### src/rtl/rw_drain_arb.sv
module rw_drain_arb #(
  parameter int RD_DEPTH = 16,
  parameter int WR_DEPTH = 64,
  parameter int HI_MARK  = 40,
  parameter int LO_MARK  = 20,
  localparam int CW  = $clog2(WR_DEPTH + 1),
  localparam int RIW = $clog2(RD_DEPTH),
  localparam int WIW = $clog2(WR_DEPTH),
  localparam int IW  = (RIW > WIW) ? RIW : WIW
) (
  input  logic                clk,
  input  logic                rst_n,
  input  logic [RD_DEPTH-1:0] rd_valid,
  input  logic [RD_DEPTH-1:0] rd_issuable,
  input  logic [WR_DEPTH-1:0] wr_valid,
  input  logic [WR_DEPTH-1:0] wr_issuable,
  input  logic [CW-1:0]       wr_count,
  output logic                grant_vld,
  output logic                grant_wr,
  output logic [IW-1:0]       grant_idx,
  output logic                drain_mode
);
  localparam logic [CW-1:0] HI_C = CW'(HI_MARK);
  localparam logic [CW-1:0] LO_C = CW'(LO_MARK);

  logic [RD_DEPTH-1:0] rd_cand;
  logic [WR_DEPTH-1:0] wr_cand;
  logic                rd_hit, wr_hit;
  logic [IW-1:0]       rd_pick, wr_pick;

  assign rd_cand = rd_valid & rd_issuable;
  assign wr_cand = wr_valid & wr_issuable;

  always_comb begin
    rd_hit  = 1'b0;
    rd_pick = '0;
    for (int i = RD_DEPTH - 1; i >= 0; i--)
      if (rd_cand[i]) begin
        rd_hit  = 1'b1;
        rd_pick = IW'(i);
      end
  end

  always_comb begin
    wr_hit  = 1'b0;
    wr_pick = '0;
    for (int i = WR_DEPTH - 1; i >= 0; i--)
      if (wr_cand[i]) begin
        wr_hit  = 1'b1;
        wr_pick = IW'(i);
      end
  end

  always_ff @(posedge clk) begin
    if (!rst_n)
      drain_mode <= 1'b0;
    else if (!drain_mode && wr_count > HI_C)
      drain_mode <= 1'b1;
    else if (drain_mode && wr_count <= LO_C)
      drain_mode <= 1'b0;
  end

  assign grant_wr  = drain_mode || (rd_valid == '0);
  assign grant_vld = grant_wr ? wr_hit : rd_hit;
  assign grant_idx = grant_wr ? wr_pick : rd_pick;
endmodule

### config.mk
export PLATFORM = sky130hd
export DESIGN_NAME = rw_drain_arb
export DESIGN_NICKNAME = d
export VERILOG_FILES = /design/src/rtl/rw_drain_arb.sv
export SDC_FILE = /design/constraint.sdc
export NUM_CORES = 1
export LEC_CHECK = 0
export CORE_AREA = 2 2 79 81
export CTS_CLUSTER_SIZE = 28
export DETAILED_ROUTE_END_ITERATION = 6
export DIE_AREA = 0 0 81 83
export MAX_ROUTING_LAYER = met4
export PLACE_DENSITY = 0.86
export SLEW_MARGIN = 15
export SYNTH_ARGS = -nofsm -noshare
export SYNTH_HDL_FRONTEND = slang
export SYNTH_SLANG_ARGS = --single-unit
### constraint.sdc
create_clock -name clk -period 2.2 [get_ports clk]
set_input_delay 0.44 -clock clk [delete_from_list [all_inputs] [get_ports clk]]
set_output_delay 0.44 -clock clk [all_outputs]
set_load 0.03 [all_outputs]
==> reports/qor.yml, run 1 <==
antenna_cells: 0
max_stage_delay_ns: 0.27
leakagePower_uw: 0.00203
ff2ff_setup_slack_ns: 1.07
final_core_util: 0.712
synth_top_area_cell: "nand2_1"
worstHoldPathCells: 3
cts_hold_buf: 0
synth_fp_nets: 416
synth-async-reset-ratio: 0
ir_drop_mv: 0.166
finalClockSkew_ns: 0
synth_top_area_frac: 0.224
period_needed_ns: 2.64
hp-start: "drain_mode"
antenna_found_initial: 0
track_usage: 0.224
finalWorstSetupSlack_ns: -0.438
synth_area_per_cell_um2: 5.76
crit-reg2reg-launch: "drain_mode"
critPathTopFamily: "simple AND/OR/NAND/NOR gates"
power_density_mw_per_mm2: 202
crit_path_start_kind: "input port"
rsz0062_at_grt: "yes"
drive_gt1_frac: 0.355
start_util: 0.245
hold_viol: 0
ys_ff_latch: 1
worstPathArrival_ns: 2.20
dieWidth_um: 81
clkTransAtPathRegs_ns: 0
r2r_end: "drain_mode"
syn-instance-count: 247
hold_class: "register to register"
end_kind: "primary output"
grt_first_pass_wirelength_um: 12400
syn_area_mm2: 0.00142
drv_slew: 0
cp_max_fo: 3
critical_path.cell_chain: "clkdlybuf4s15_2 > nor4_4 > a41oi_4 > a21o_1 > buf_6 > buf_6 > nor3_4 > nand3_2 > nor2_1 > a22oi_1 > buf_4"
ys.flop_type: "dfxtp_1"
reg_top3: "drain_mode x1"
violations: "negative setup slack"
min_to: "drain_mode"
pin_count: 178
synthToLayoutAreaGrowth_pct: 191
grt_max_degree: 5
die_area_mm2: 0.00672
place_congestion: 0.817
crit_buf_inv: 4
hpwl_um: 6930
regMostFlops: "drain_mode"
cp.depth: 11
slowest_stage: "nor4_4"
yosysWarningCount: 0
synth_edf_count: 0
wl_um: 8470
numPortBuffers: 177
ant_nets: 0
dp_cells: 567
core_mm2: 0.00582
finalSetupViolations: 7
vias: 3039
row_count: 28
criticalPathCategory: "input port to primary output"
outcome: "finished with violations"
viasPerCell: 5.28
overflow: 0
period_share: 1.20
crit_required_ns: 1.76
largest_register_ffs: 1
synth.most_common_cell: "nand2_1"
yosysSeqAreaShare: 0.0141
drt-wirelength-per-cell_um: 14.7
layoutNonFillerInstCount: 576
worst_pin_slew_ns: 0.357
clock_latency_ns: 0
tns_ns: -2.78
dr.first_iter.drc_count: 96
layout.nets: 672
synth_area_leaders: "nand2_1, a22oi_1, nand3_1"
crit_top_cell: "buf_6"
grt_pass1_vias: 3050
reg2reg_depth: 5
fp.dieH_um: 83
relSlewSlack: 0.762
fmaxAchievable_mhz: 379
ys_types: 47
drc: 0
synth_common_cells: "nand2_1, nand3_1, a22oi_1"
max-cap-violations: 0
firstDrtPassIters: 4
nFillCells: 465
## worst max path at each step
stage / start / endpoint / slack, ns
after floorplan: rd_valid[4] / grant_idx[2] / -0.09
after global placement: wr_valid[54] / grant_idx[0] / -1.16
after detailed placement: wr_issuable[54] / grant_idx[0] / -1.20
after CTS: rd_valid[8] / grant_vld / -0.48
after global routing: rd_valid[8] / grant_vld / -0.49
final: rd_valid[6] / grant_vld / -0.44
## metal layers
layer | part of all wire | global-route usage
met5 | 0 | -
met3 | 0.079 | 0.0250
met2 | 0.56 | 0.453
met1 | 0.34 | 0.224
met4 | 0.022 | 0.0385
## cell type report
| type | count | area, um2 | area share |
|---|---|---|---|
| repair buffers | 254 | 2350 | 0.566 |
| multi-input cells | 245 | 1680 | 0.405 |
| well taps | 75 | 93.8 | 0.0227 |
| flip-flops and latches | 1 | 20.0 | 0.00483 |
| inverters | 1 | 3.75 | 0.000906 |
## kinds of logic (layout without fill, tap and decap cells)
group | after synthesis | after routing | synth area share
AO/OA/AOI/OAI | 94 | 94 | 0.491
AND/OR/NAND/NOR | 151 | 151 | 0.492
flip-flops | 1 | 1 | 0.0141
buffers and inverters | 1 | 255 | 0.00263
## where the power goes
| group | internal, uW | switching, uW |
|---|---|---|
| Clock | 0 | 0 |
| Sequential | 20.1 | 1.61 |
| Combinational | 482 | 332 |
| Total | 502 | 333 |
## through the flow
stage | worst slack (ns) | power [uW] | cell area [um2] | hold WS (ns)
after global placement | -1.16 | 769 | 3850 | 0.689
after floorplan | -0.0914 | 268 | 1460 | 0.594
final | -0.438 | 835 | 4140 | 0.757
after CTS | -0.479 | 802 | 3970 | 0.776
after detailed placement | -1.20 | 782 | 3850 | 0.711
after global routing | -0.492 | 899 | 4140 | 0.812
## timing repair
action                     4_1_cts  5_1_grt
pin swaps                       43       29
setup endpoints to repair        8        7
buffers inserted                 6        5
gates resized for setup        125      108
## worst min-delay path, cell delays in order, from the launching register on
cell and delay, ns:
dfxtp_1 0.36, buf_4 0.14, a221oi_1 0.06, a21boi_0 0.14
## cells in the final DEF, fill, tap and decap left out, types with 7 or more instances in the layout
cell	n
dlymetal6s2s_1	30
a22oi_1	14
buf_2	9
nand2_1	74
clkdlybuf4s50_1	95
nand3_1	15
o211ai_1	7
nor2_1	12
nand2_2	11
buf_6	10
a21oi_1	10
buf_4	76
clkbuf_2	16
No activity file was read; power rests on OpenSTA's default activity.
==> run 2, diff against run 1 <==
HOLD_SLACK_MARGIN = 0.12   (was unset)
SKIP_CTS_REPAIR_TIMING = 1   (was unset)
==> run 2 against run 1 <==
The run still ends with negative setup slack left. Critical path depth is the same. Sequential share of layout area is essentially flat. Power grew 1.5%. Largest power group unchanged. Clock skew unchanged. Register-to-register slack barely moved. First-iteration DRC count fell by 27%. Routed wire length decreased by 0.47%.
==> reports/qor.yml, run 2 (synthesis gave the netlist of run 1 again) <==
outcome: "finished with violations"
violations: "negative setup slack"
regMostFlops: "drain_mode"
core_mm2: 0.00582  # unchanged
drive_gt1_frac: 0.270  # -0.0857
wl_met3_um: 701  # +4.9%
worstPathArrival_ns: 2.28  # +0.08 ns
wl_met1_um: 2980  # +2.1%
track_usage: 0.211  # -0.0131
cp_max_fo: 3  # unchanged
criticalPathCategory: "input port to primary output"
finalSetupViolations: 7  # unchanged
vias: 2975  # -2.1%
ant_nets: 0  # unchanged
pin_count: 178  # unchanged
crit_path_start_kind: "input port"
overflow: 0  # unchanged
row_count: 28  # unchanged
drv_slew: 0  # unchanged
crit_buf_inv: 4  # unchanged
clkTransAtPathRegs_ns: 0  # unchanged
relSlewSlack: 0.736  # -0.0259
firstDrtPassIters: 4  # unchanged
grt_pass1_vias: 2925  # -4.1%
grt_first_pass_wirelength_um: 11700  # -5.5%
rsz0062_at_grt: "yes"
layout.nets: 668  # -0.60%
max_stage_delay_ns: 0.31  # +0.04 ns
drt-wirelength-per-cell_um: 14.7  # +0.22%
dieWidth_um: 81  # unchanged
place_congestion: 0.817  # unchanged
critPathTopFamily: "simple AND/OR/NAND/NOR gates"
holdWs_ns: 0.758  # +0.000660 ns
slowest_stage: "nor4_4"
critical_path.cell_chain: "dlymetal6s2s_1 > nor4_4 > a41oi_4 > a21o_1 > buf_6 > buf_6 > nor3_4 > nand3_2 > nor2_1 > a22oi_1 > buf_4"
finalClockSkew_ns: 0  # unchanged
period_needed_ns: 2.72  # +0.0821 ns
wl_um: 8430  # -0.47%
synthToLayoutAreaGrowth_pct: 194
end_kind: "primary output"
met2_wirelength_um: 4640  # -1.3%
clock_latency_ns: 0  # unchanged
leakagePower_uw: 0.00205  # +1.1%
antenna_found_initial: 0  # unchanged
die_area_mm2: 0.00672  # unchanged
finalWorstSetupSlack_ns: -0.520  # -0.0821 ns
start_util: 0.245  # unchanged
largest_register_ffs: 1  # unchanged
crit_top_cell: "buf_6"
reg_top3: "drain_mode x1"
final_common_cell: "clkdlybuf4s50_1"
drc: 0  # unchanged
ir_drop_mv: 0.165  # -0.83%
worst_pin_slew_ns: 0.392  # +0.0347 ns
fp.dieH_um: 83  # unchanged
final_cell_mix: "clkdlybuf4s50_1, nand2_1, buf_4"
period_share: 1.24  # +0.0373
hpwl_um: 6930  # unchanged
crit_required_ns: 1.76  # about the same
hold_viol: 0  # unchanged
fmaxAchievable_mhz: 368  # -3.0%
p_total_uw: 848  # +1.5%
hold_class: "register to register"
max-cap-violations: 0  # unchanged
top_layer: "met4"
antenna_cells: 0  # unchanged
dr.first_iter.drc_count: 70  # -27%
grt_max_degree: 5  # unchanged
viasPerCell: 5.20  # -1.4%
numPortBuffers: 177  # unchanged
power_density_mw_per_mm2: 202  # +0.37%
run 2: changes by cell type in the layout (fill, tap and decap cells not counted), sizes merged:
cell,before,now
clkdlybuf4s50,95,124
buf,99,83
clkbuf,16,5
clkdlybuf4s15,8,0
dlymetal6s2s,30,38
dlygate4sd2,6,0
run 2: area by class of cell:
type | instances | area (um2)
fill | 463 | 1630
inverter | 1 | 3.75
multi-input combinational | 245 | 1640
sequential | 1 | 20.0
tap | 75 | 93.8
timing repair buffer | 250 | 2430
run 2: routing by layer:
metal | global-route usage | vias to the layer above
li1 | - | 1479
met1 | 0.213 | 1343
met2 | 0.421 | 141
met3 | 0.0293 | 12
met4 | 0.0339 | 0
met5 | - | -
run 2: final timing paths:
| check | cells past startpoint | end | slack (ns) | from |
|---|---|---|---|---|
| setup / recovery | 11 | grant_vld | -0.52 | rd_valid[0] |
| hold / removal | 3 | drain_mode | 0.76 | drain_mode |
| setup reg to reg | 5 | drain_mode | 1.07 | drain_mode |
| hold reg to reg | 3 | drain_mode | 0.76 | drain_mode |
run 2: power breakdown:
part / internal (uW) / switching [uW] / total (uW) / leakage (uW)
registers: 20.1 / 1.63 / 21.7 / 0.00000842
logic: 499 / 327 / 826 / 0.00204
clock network: 0 / 0 / 0 / 0
run 2: per-stage QoR:
step	instances	util	TNS, ns	setup WS [ns]	area [um2]
6_report	572	0.721	-3.18	-0.520	4190
5_1_grt	572	0.721	-3.63	-0.591	4190
4_1_cts	567	0.663	-6.79	-1.22	3850
3_5_place_dp	567	0.663	-6.70	-1.20	3850
3_3_place_gp	567	0.663	-6.38	-1.16	3850
2_1_floorplan	247	-	-0.0939	-0.0914	1460
run 2: worst min-delay path, cell delays in order, from the launching register on:
cell and delay [ns]:
dfxtp_1 0.36, buf_4 0.14, a221oi_1 0.06, a21boi_0 0.14
